`config.mk`:
```
export PLATFORM = sky130hd
export DESIGN_NAME = trim_sec_prescaler
export DESIGN_NICKNAME = d
export VERILOG_FILES = /design/src/rtl/sp_pkg.sv /design/src/rtl/sp_trim_decode.sv /design/src/rtl/sp_frac_accum.sv /design/src/rtl/sp_sec_counter.sv /design/src/rtl/trim_sec_prescaler.sv
export SDC_FILE = /design/constraint.sdc
export NUM_CORES = 1
export LEC_CHECK = 0
export BUFFER_PORTS_ARGS = -buffer_cell sky130_fd_sc_hd__buf_2
export CAP_MARGIN = 20
export CORE_ASPECT_RATIO = 1.75
export CORE_UTILIZATION = 60
export CTS_CLUSTER_SIZE = 12
export DETAILED_ROUTE_END_ITERATION = 8
export GPL_TIMING_DRIVEN = 0
export PLACE_DENSITY = 0.78
export SYNTH_ARGS = -nofsm -noshare
export SYNTH_HDL_FRONTEND = slang
export SYNTH_SLANG_ARGS = --single-unit
```
`constraint.sdc`:
```
create_clock -name clk -period 6.85 [get_ports clk]
set_input_delay 0.3425 -clock clk [delete_from_list [all_inputs] [get_ports clk]]
set_output_delay 0.3425 -clock clk [all_outputs]
set_load 0.005 [all_outputs]
```
`src/rtl/sp_pkg.sv`:
```
package sp_pkg;

   typedef struct packed {
      logic       neg;
      logic [1:0] steps;
   } trim_dec_t;

   function automatic int max_adjust(input int nominal, input int step_ppm, input int scale);
      int max_add;
      max_add = 3 * step_ppm * nominal;
      return (scale - 1 + max_add) / scale;
   endfunction

endpackage

```
`src/rtl/sp_trim_decode.sv`:
```
module sp_trim_decode
   import sp_pkg::*;
(
   input  logic [2:0] code,
   output trim_dec_t  dec
);
   always_comb begin
      dec.steps = code[1:0];
      dec.neg   = code[2] & (code[1:0] != 2'd0);
   end
endmodule

```
`src/rtl/sp_frac_accum.sv`:
```
module sp_frac_accum #(
   parameter int NOMINAL_COUNT = 32768,
   parameter int STEP_PPM      = 20,
   parameter int PPM_SCALE     = 1000000,
   parameter int MAX_ADJ       = 2,
   parameter int ADJ_W         = 2
) (
   input  logic             clk,
   input  logic             rst,
   input  logic             boundary,
   input  logic [1:0]       steps,
   output logic [ADJ_W-1:0] adj
);
   localparam int MAX_ADD = 3 * STEP_PPM * NOMINAL_COUNT;
   localparam int ACC_W   = $clog2(PPM_SCALE + MAX_ADD + 1);
   localparam logic [ACC_W-1:0] STEP_ADD = ACC_W'(STEP_PPM * NOMINAL_COUNT);
   localparam logic [ACC_W-1:0] SCALE_V  = ACC_W'(PPM_SCALE);

   logic [ACC_W-1:0]   residue;
   logic [ACC_W-1:0]   sum;
   logic [ACC_W-1:0]   residue_nx;
   logic [MAX_ADJ-1:0] over;

   assign sum = residue + ACC_W'(steps) * STEP_ADD;

   for (genvar k = 1; k <= MAX_ADJ; k++) begin : g_thr
      assign over[k-1] = (sum >= ACC_W'(k * PPM_SCALE));
   end

   always_comb begin
      adj        = ADJ_W'($countones(over));
      residue_nx = sum - ACC_W'(adj) * SCALE_V;
   end

   always_ff @(posedge clk) begin
      if (rst)           residue <= '0;
      else if (boundary) residue <= residue_nx;
   end

   p_residue_bound_r6: assert property (@(posedge clk) disable iff (rst)
      residue < SCALE_V);
   p_zero_keeps_r5: assert property (@(posedge clk) disable iff (rst)
      (boundary && steps == 2'd0) |=> $stable(residue));
   p_idle_keeps_r3: assert property (@(posedge clk) disable iff (rst)
      !boundary |=> $stable(residue));
endmodule

```
`src/rtl/sp_sec_counter.sv`:
```
module sp_sec_counter #(
   parameter int NOMINAL_COUNT = 32768,
   parameter int MAX_ADJ       = 2,
   parameter int CNT_W         = 16
) (
   input  logic             clk,
   input  logic             rst,
   input  logic             tick_en,
   input  logic [CNT_W-1:0] next_len_m1,
   output logic             boundary,
   output logic [CNT_W-1:0] period_m1,
   output logic             sec_tick
);
   localparam logic [CNT_W-1:0] NOM_M1 = CNT_W'(NOMINAL_COUNT - 1);

   logic [CNT_W-1:0] cnt;

   assign boundary = tick_en && (cnt == period_m1);

   always_ff @(posedge clk) begin
      if (rst) begin
         cnt       <= '0;
         period_m1 <= NOM_M1;
         sec_tick  <= 1'b0;
      end else begin
         sec_tick <= boundary;
         if (boundary) begin
            cnt       <= '0;
            period_m1 <= next_len_m1;
         end else if (tick_en) begin
            cnt <= cnt + 1'b1;
         end
      end
   end

   p_cnt_bound_r3: assert property (@(posedge clk) disable iff (rst)
      cnt <= period_m1);
   p_tick_single_r2: assert property (@(posedge clk) disable iff (rst)
      sec_tick |=> !sec_tick);
   p_tick_follows_r2: assert property (@(posedge clk) disable iff (rst)
      boundary |=> sec_tick);
   p_hold_idle_r3: assert property (@(posedge clk) disable iff (rst)
      !tick_en |=> $stable(cnt));
endmodule

```
`src/rtl/trim_sec_prescaler.sv`:
```
module trim_sec_prescaler
   import sp_pkg::*;
#(
   parameter int NOMINAL_COUNT = 32768,
   parameter int STEP_PPM      = 20,
   parameter int PPM_SCALE     = 1000000
) (
   input  logic       clk,
   input  logic       rst,
   input  logic       osc_en,
   input  logic       trim_we,
   input  logic [2:0] trim_wdata,
   output logic [2:0] trim_q,
   output logic       sec_tick
);
   localparam int MAX_ADJ = max_adjust(NOMINAL_COUNT, STEP_PPM, PPM_SCALE);
   localparam int ADJ_W   = $clog2(MAX_ADJ + 1);
   localparam int CNT_W   = $clog2(NOMINAL_COUNT + MAX_ADJ + 1);
   localparam logic [CNT_W-1:0] NOM_M1 = CNT_W'(NOMINAL_COUNT - 1);

   if (MAX_ADJ < 1) begin : g_bad_adj
      $error("trim step too small to ever move a count");
   end
   if (NOMINAL_COUNT <= 2 * MAX_ADJ + 2) begin : g_bad_nom
      $error("nominal count too small for trim range");
   end
   if (PPM_SCALE < 1) begin : g_bad_scale
      $error("ppm scale must be positive");
   end

   trim_dec_t        dec;
   logic [ADJ_W-1:0] adj;
   logic             boundary;
   logic [CNT_W-1:0] next_len_m1;
   logic [CNT_W-1:0] period_m1;

   always_ff @(posedge clk) begin
      if (rst)          trim_q <= 3'b000;
      else if (trim_we) trim_q <= trim_wdata;
   end

   sp_trim_decode u_dec (
      .code (trim_q),
      .dec  (dec)
   );

   sp_frac_accum #(
      .NOMINAL_COUNT (NOMINAL_COUNT),
      .STEP_PPM      (STEP_PPM),
      .PPM_SCALE     (PPM_SCALE),
      .MAX_ADJ       (MAX_ADJ),
      .ADJ_W         (ADJ_W)
   ) u_acc (
      .clk      (clk),
      .rst      (rst),
      .boundary (boundary),
      .steps    (dec.steps),
      .adj      (adj)
   );

   assign next_len_m1 = dec.neg ? NOM_M1 + CNT_W'(adj) : NOM_M1 - CNT_W'(adj);

   sp_sec_counter #(
      .NOMINAL_COUNT (NOMINAL_COUNT),
      .MAX_ADJ       (MAX_ADJ),
      .CNT_W         (CNT_W)
   ) u_cnt (
      .clk         (clk),
      .rst         (rst),
      .tick_en     (osc_en),
      .next_len_m1 (next_len_m1),
      .boundary    (boundary),
      .period_m1   (period_m1),
      .sec_tick    (sec_tick)
   );

   p_shorten_r4: assert property (@(posedge clk) disable iff (rst)
      (boundary && !trim_q[2]) |=> period_m1 <= NOM_M1);
   p_lengthen_r4: assert property (@(posedge clk) disable iff (rst)
      (boundary && trim_q[2]) |=> period_m1 >= NOM_M1);
   p_zero_nominal_r5: assert property (@(posedge clk) disable iff (rst)
      (boundary && trim_q[1:0] == 2'd0) |=> period_m1 == NOM_M1);
   p_write_r7: assert property (@(posedge clk) disable iff (rst)
      trim_we |=> trim_q == $past(trim_wdata));
   p_hold_r7: assert property (@(posedge clk) disable iff (rst)
      !trim_we |=> $stable(trim_q));
endmodule

```
==> flow_summary_export.csv, run 1 <==
group,metric,value,unit
worst_setup_path,cpMostUsedCell,"ha_1",
synth,synth_cell_types,45,
placed_design,io_buffers,9,
routing,drt-total-wl,5.194,mm
clocking,ctsRootBufferMaster,"clkbuf_8",
synth,synth_edf_count,0,
grt,grt_overflow,0,
final_layout,layout.nets,337,
clocking,cts_sinks,40,
pwr,power_leakage,1.143,nW
grt,grt_antenna_before_repair,0,
status,status,"completed",
final_layout,fillerInstances,342,
synth,ys_ff_latch,40,
clocking,cts_tree,"built",
sta,finalHoldViolations,0,
worst_setup_path,crit_arrival,4530,ps
pwr,power_density,184.0,nW/um^2
sta,skew,8.124,ps
clocking,clkTransAtPathRegs,80,ps
routing,firstDrtPassIters,4,
clocking,clkLatencyLatePin,290,ps
sta,worst_pin_slew,542.7,ps
placed_design,dp_hpwl,4.028,mm
sta,rsz0062_at_grt,"false",
synth,synthDominantCellAreaShare,32.55,%
clocking,postCtsSetupBuffers,0,
clocking,cts_made_buffers,5,
pwr,peakVddDrop,0.1505,mV
routing,vias,2118,
worst_setup_path,path_class,"flop to flop",
final_layout,n_antenna_cell,0,
routing,antenna_left,0,
clocking,postCtsHoldBufs,0,
synth,synth_common_cells,"dfxtp_1 (40), nor2_1 (38), nand2_1 (35), ha_1 (20), a21oi_1 (17)",
sta,max_freq,0.2297,GHz
floorplan,start_util,63.01,%
worst_setup_path,crit_required,7030,ps
clocking,h-tree-depth,2,
routing,drc,0,
floorplan,die_w,50.40,um
synth,syn_inst,292,
clocking,ctsLongestPathBuffers,2,
synth,ys_warn_count,0,
synth,async_flop_share,0,%
synth,ys.flop_type,"dfxtp_1",
floorplan,core_region_area,3904,um^2
floorplan,die_h,86.70,um
final_layout,layout-drive-gt1-share,7.767,%
worst_setup_path,crit_chain,"ha_1, fa_1, a21o_1, a21oi_1, xnor2_1, a311o_1, ha_1, ha_1, inv_1, fa_1, o211ai_1, a31oi_1, and3b_1, o21ai_0, nor4b_1, a311o_1",
synth,ys_seq_area_share,32.55,%
grt,grt_pass1_wl,8.666,mm
placed_design,place_inst,349,
sta,slew_headroom,63.82,%
grt,grt_pass1_vias,2039,
min_path,hp-class,"input port to flop",
synth,netlist_area,2460,um^2
floorplan,fp.dieArea,4370,um^2
clocking,cts_resized,0,
synth,avgSynthCellArea,8.424,um^2
synth,synth_area_leaders,"dfxtp_1 (33%), ha_1 (10%), nor2_1 (5.8%), nand2_1 (5.3%), xnor2_1 (5.3%)",
sta,finalSetupViolCount,0,
final_layout,fin_cells,357,
sta,drv_slew,0,
sta,final.setup.tns,0,ps
synth,syn_nets,321,
synth,yosysMostFrequentCell,"dfxtp_1",
grt,track_usage,26.16,%
worst_setup_path,cp-start-kind,"flop",
worst_setup_path,endpoint_kind,"flop",
floorplan,num_io_pins,11,
final_layout,areaGrowthSynthToFinish,8.647,%
grt,grt_max_degree,13,
sta,finalCriticalPeriod,4354,ps
sta,fin_crit_sh,63.56,%
routing,drtIter0Drc,49,
placed_design,gp_congestion,0.8538,
routing,wire_per_inst,14.55,um
routing,viasPerCell,5.933,
worst_setup_path,critPathMaxFanout,5,
worst_setup_path,slowest_delay,420,ps
flow_run,drv_cap,0,
floorplan,num_rows,30,
synth,yosysTopAreaCell,"dfxtp_1",
worst_setup_path,crit_slowest_cell,"fa_1",
==> flip-flops by register name (all words and copies together) (netlist names) <==
name and count:
u_cnt.period_m1 4, trim_q 3, u_cnt.cnt 16, u_cnt.sec_tick 1
u_acc.residue 16
==> kinds of logic (layout without fill, tap and decap cells) <==
| family | count (synthesis) | count (layout) | share of synthesized area [%] |
|---|---|---|---|
| and+or+nand+nor | 121 | 121 | 23.91 |
| AOI/OAI and AO/OA | 58 | 58 | 15.92 |
| DFF | 40 | 40 | 32.55 |
| xor gates and xnor gates | 28 | 28 | 9.970 |
| adders and majority gates | 22 | 22 | 11.80 |
| buffers and inverters | 16 | 33 | 3.001 |
| muxes | 7 | 7 | 2.849 |
==> critical path, delay by kind of cell (launching register included) <==
kind / cells / cell delay (ps)
flip-flops: 1 / 350
XOR/XNOR: 1 / 160
buffers and inverters: 1 / 50
AO/OA/AOI/OAI: 7 / 1660
adder cells (fa/ha/maj): 5 / 1610
AND/OR/NAND/NOR: 2 / 420
==> metrics by stage <==
| stage | util [%] | power [mW] | area, um^2 | setup WS [ps] | hold WS [ps] |
|---|---|---|---|---|---|
| after global placement | 65.71 | 0.3034 | 2565 | 2558 | 454.3 |
| after floorplan | - | 0.2895 | 2460 | 3006 | 448.8 |
| final | 68.46 | 0.4918 | 2673 | 2496 | 294.6 |
| after CTS | 68.46 | 0.4945 | 2673 | 2471 | 285.7 |
| after detailed placement | 65.71 | 0.3047 | 2565 | 2492 | 458.9 |
| after global routing | 68.46 | 0.5132 | 2673 | 2170 | 284.3 |
==> layer usage <==
| metal | wire [um] | up-vias | GRT usage [%] |
|---|---|---|---|
| li1 | - | 1076 | - |
| met1 | 2129 | 1006 | 26.79 |
| met2 | 2851 | 27 | 51.15 |
| met3 | 83 | 9 | 3.333 |
| met4 | 130 | 0 | 10.61 |
| met5 | 0 | - | 0 |
==> layout make-up <==
type	instances	area (um^2)	share of cell area (%)
clock buffers	6	72.57	2.715
flip-flops and latches	40	800.8	29.96
plain buffers	9	47.55	1.779
clock inverters	2	35.03	1.311
repair buffers	9	45.04	1.685
well taps	48	60.06	2.247
inverters	7	26.28	0.9831
multi-input cells	236	1585	59.32
==> path summary, 6_finish.rpt <==
kind,start,to,slack [ps],cells after the start
worst max register to register,trim_q[0]$_SDFFE_PP0P_,u_acc.residue[20]$_SDFFE_PP0P_,2500,16
worst max-delay path,trim_q[0]$_SDFFE_PP0P_,u_acc.residue[20]$_SDFFE_PP0P_,2500,16
worst min register to register,u_cnt.period_m1[15]$_SDFFE_PP0P_,u_cnt.period_m1[15]$_SDFFE_PP0P_,470,2
worst min-delay path,trim_wdata[2],trim_q[2]$_SDFFE_PP0P_,290,3
==> cell usage in the layout, fill, tap and decap left out, types with 11 or more instances in the layout <==
cell type	count
dfxtp_1	40
xnor2_1	15
nor2_1	38
buf_2	11
o21ai_0	11
a21oi_1	17
nand2_1	35
xor2_1	13
ha_1	20
==> where the power goes <==
part | leakage, nW | internal, mW | switching [mW] | total, mW
Combinational | 0.764 | 0.0274 | 0.0345 | 0.0619
Clock | 0.0552 | 0.108 | 0.0840 | 0.192
Sequential | 0.323 | 0.235 | 0.00310 | 0.238
(Power assumes the default switching activity.)
==> run 2: changes to the inputs <==
--- a/config.mk
+++ b/config.mk
@@ -5,6 +5,7 @@
 export SDC_FILE = /design/constraint.sdc
 export NUM_CORES = 1
 export LEC_CHECK = 0
+export ABC_AREA = 1
 export BUFFER_PORTS_ARGS = -buffer_cell sky130_fd_sc_hd__buf_2
 export CAP_MARGIN = 20
 export CORE_ASPECT_RATIO = 1.75
==> constraint.sdc (replaced) <==
create_clock -name clk -period 4.2 [get_ports clk]
set_input_delay 0.21 -clock clk [delete_from_list [all_inputs] [get_ports clk]]
set_output_delay 0.21 -clock clk [all_outputs]
set_load 0.005 [all_outputs]
==> run 2 against run 1 <==
Compared with the run above:
- final cell count grew 54%
- synthesized cell count grew 65%
- worst setup slack lost 1800 ps
- first-iteration DRC count grew to 3.4 times the previous value
- synthesized area grew 23%
- largest cell class unchanged
==> flow_summary_export.csv, run 2 <==
group,metric,value,unit
status,status,"completed",
clocking,clkLatencyLatePin,300,ps
floorplan,core_region_area,4748,um^2
sta,worst_pin_slew,747.0,ps
floorplan,num_rows,33,
placed_design,place_inst,544,
synth,yosysTopAreaCell,"dfxtp_1",
worst_setup_path,worstReg2RegEnd,"u_acc.residue[14]$_SDFFE_PP0P_",
routing,firstDrtPassIters,4,
synth,synth_common_cells,"nand2_1 (162), nor2_1 (65), inv_1 (62), dfxtp_1 (40), nand3_1 (30)",
synth,ys_seq_area_share,26.47,%
floorplan,num_io_pins,11,
routing,drc,0,
pwr,power_density,270.3,nW/um^2
synth,yosysMostFrequentCell,"nand2_1",
synth,async_flop_share,0,%
clocking,postCtsHoldBufs,0,
worst_setup_path,cpMostUsedCell,"nand2_1",
sta,holdWs,129.0,ps
final_layout,layout.nets,528,
sta,rsz0062_at_grt,"false",
worst_setup_path,critPathMaxFanout,5,
clocking,cts_sinks,40,
routing,vias,2921,
min_path,hp-class,"input port to flop",
placed_design,dp_hpwl,5.580,mm
worst_setup_path,r2r_slack,690,ps
final_layout,final_common_cell,"nand2_1",
final_layout,areaGrowthSynthToFinish,7.899,%
placed_design,gp_congestion,0.9521,
synth,synthDominantCellAreaShare,26.47,%
clocking,cts_resized,0,
grt,track_usage,27.23,%
clocking,postCtsSetupBuffers,0,
final_layout,layout-drive-gt1-share,7.615,%
min_path,hold_end,"trim_q[2]$_SDFFE_PP0P_",
synth,synth_edf_count,0,
routing,drt-total-wl,6.969,mm
worst_setup_path,slowest_delay,400,ps
final_layout,n_antenna_cell,0,
floorplan,die_h,95.94,um
routing,antenna_left,0,
grt,grt_pass1_wl,11.34,mm
grt,grt_overflow,0,
clocking,h-tree-depth,2,
worst_setup_path,endpoint_kind,"flop",
clocking,ctsRootBufferMaster,"clkbuf_8",
grt,grt_pass1_vias,2665,
worst_setup_path,reg2reg_depth,20,
clocking,clkTransAtPathRegs,80,ps
routing,wire_per_inst,12.65,um
final_layout,fillerInstances,453,
final_layout,final_util,68.75,%
synth,ys_ff_latch,40,
worst_setup_path,crit_arrival,3710,ps
synth,synth_area_leaders,"dfxtp_1 (26%), nand2_1 (20%), ha_1 (8.3%), nor2_1 (8.1%), inv_1 (7.7%)",
worst_setup_path,crit_chain,"ha_1, fa_1, nand3_1, nand2_1, xnor2_1, nand3_1, ha_1, ha_1, inv_1, fa_1, nor2_1, o21bai_1, nand2_1, nand2_1, inv_1, nand2_1, nand2_1, nand2_1, nand2_1, nand2_1",
final_layout,top_regs,"u_acc.residue x16, u_cnt.cnt x16, u_cnt.period_m1 x4",
worst_setup_path,cp-start-kind,"flop",
sta,fin_crit_sh,83.54,%
flow_run,drv_cap,0,
sta,finalHoldViolations,0,
placed_design,io_buffers,9,
grt,grt_max_degree,13,
worst_setup_path,path_class,"flop to flop",
sta,drv_slew,0,
grt,grt_antenna_before_repair,0,
clocking,cts_tree,"built",
synth,synth_cell_types,39,
routing,viasPerCell,5.301,
synth,avgSynthCellArea,6.264,um^2
synth,syn_nets,512,
synth,netlist_area,3025,um^2
pwr,power_leakage,1.702,nW
worst_setup_path,crit_required,4400,ps
sta,final.setup.tns,0,ps
clocking,cts_made_buffers,5,
synth,syn_inst,483,
min_path,min_from,"trim_wdata[2]",
final_layout,final_cell_mix,"nand2_1 (162), nor2_1 (65), inv_1 (62)",
floorplan,start_util,63.72,%
floorplan,die_w,55.68,um
sta,skew,12.51,ps
final_layout,fin_cells,551,
sta,finalCriticalPeriod,3509,ps
clocking,ctsLongestPathBuffers,2,
worst_setup_path,crit_slowest_cell,"fa_1",
pwr,peakVddDrop,0.2172,mV
synth,ys.flop_type,"dfxtp_1",
sta,max_freq,0.2850,GHz
sta,finalSetupViolCount,0,
min_path,hold_depth,3,
sta,slew_headroom,49.74,%
routing,drtIter0Drc,168,
worst_setup_path,r2r-start,"trim_q[0]$_SDFFE_PP0P_",
synth,ys_warn_count,0,
floorplan,fp.dieArea,5342,um^2
## run 2: worst max-delay path by stage
stage,startpoint,endpoint,cells past startpoint
after floorplan,trim_q[0]$_SDFFE_PP0P_,u_acc.residue[14]$_SDFFE_PP0P_,20
after global routing,trim_q[0]$_SDFFE_PP0P_,u_acc.residue[14]$_SDFFE_PP0P_,20
after global placement,trim_q[0]$_SDFFE_PP0P_,u_acc.residue[14]$_SDFFE_PP0P_,20
final,trim_q[0]$_SDFFE_PP0P_,u_acc.residue[14]$_SDFFE_PP0P_,20
after CTS,trim_q[0]$_SDFFE_PP0P_,u_acc.residue[20]$_SDFFE_PP0P_,19
after detailed placement,trim_q[0]$_SDFFE_PP0P_,u_acc.residue[14]$_SDFFE_PP0P_,20
## run 2: cells by family (layout without fill, tap and decap cells)
logic type      after synthesis  after routing  synth area share (%)
flops                        40             40                 26.47
xor+xnor                     19             19                 5.500
simple gates                289            289                 40.78
buf+inv                      72             88                 10.05
fa+ha+maj                    22             22                 9.595
compound gates               41             41                 7.610
## run 2: cell type report
class                   count  area (um^2)  share of cell area, %
plain buffers               9        62.56                  1.916
clock buffers               5        68.82                  2.108
clock inverters             2        60.06                  1.840
inverters                  63        241.5                  7.397
multi-input cells         371         1921                  58.83
flip-flops and latches     40        800.8                  24.53
well taps                  52        65.06                  1.993
repair buffers              9        45.04                  1.380
## run 2: critical path: cells and delay by family, from the launching register on
kind	cells	cell delay, ps
AO/OA/AOI/OAI	1	120
flip-flops	1	360
adder cells (fa/ha/maj)	5	1550
XOR/XNOR	1	300
buffers and inverters	2	180
AND/OR/NAND/NOR	11	900
## run 2: power by group
group	switching (mW)	internal (mW)	leakage (nW)	total, mW
sequential	0.00498	0.383	0.323	0.388
clock	0.142	0.234	0.0642	0.376
combinational	0.0752	0.0436	1.31	0.119
## run 2: layer usage
metal / track usage, % / up-vias / routed length [um]
met1: 25.99 / 1309 / 2718
met3: 2.823 / 17 / 141
li1: - / 1549 / -
met2: 56.02 / 46 / 3891
met5: 0 / - / 0
met4: 13.96 / 0 / 218
## run 2: stage by stage
step                      power [mW]  cell area, um^2  worst slack [ps]
final                         0.8823             3264             691.5
after global routing          0.9162             3264             413.6
after CTS                     0.8870             3264             716.6
after detailed placement      0.5144             3136             715.0
after global placement        0.5117             3136             758.4
after floorplan               0.4859             3025              1112
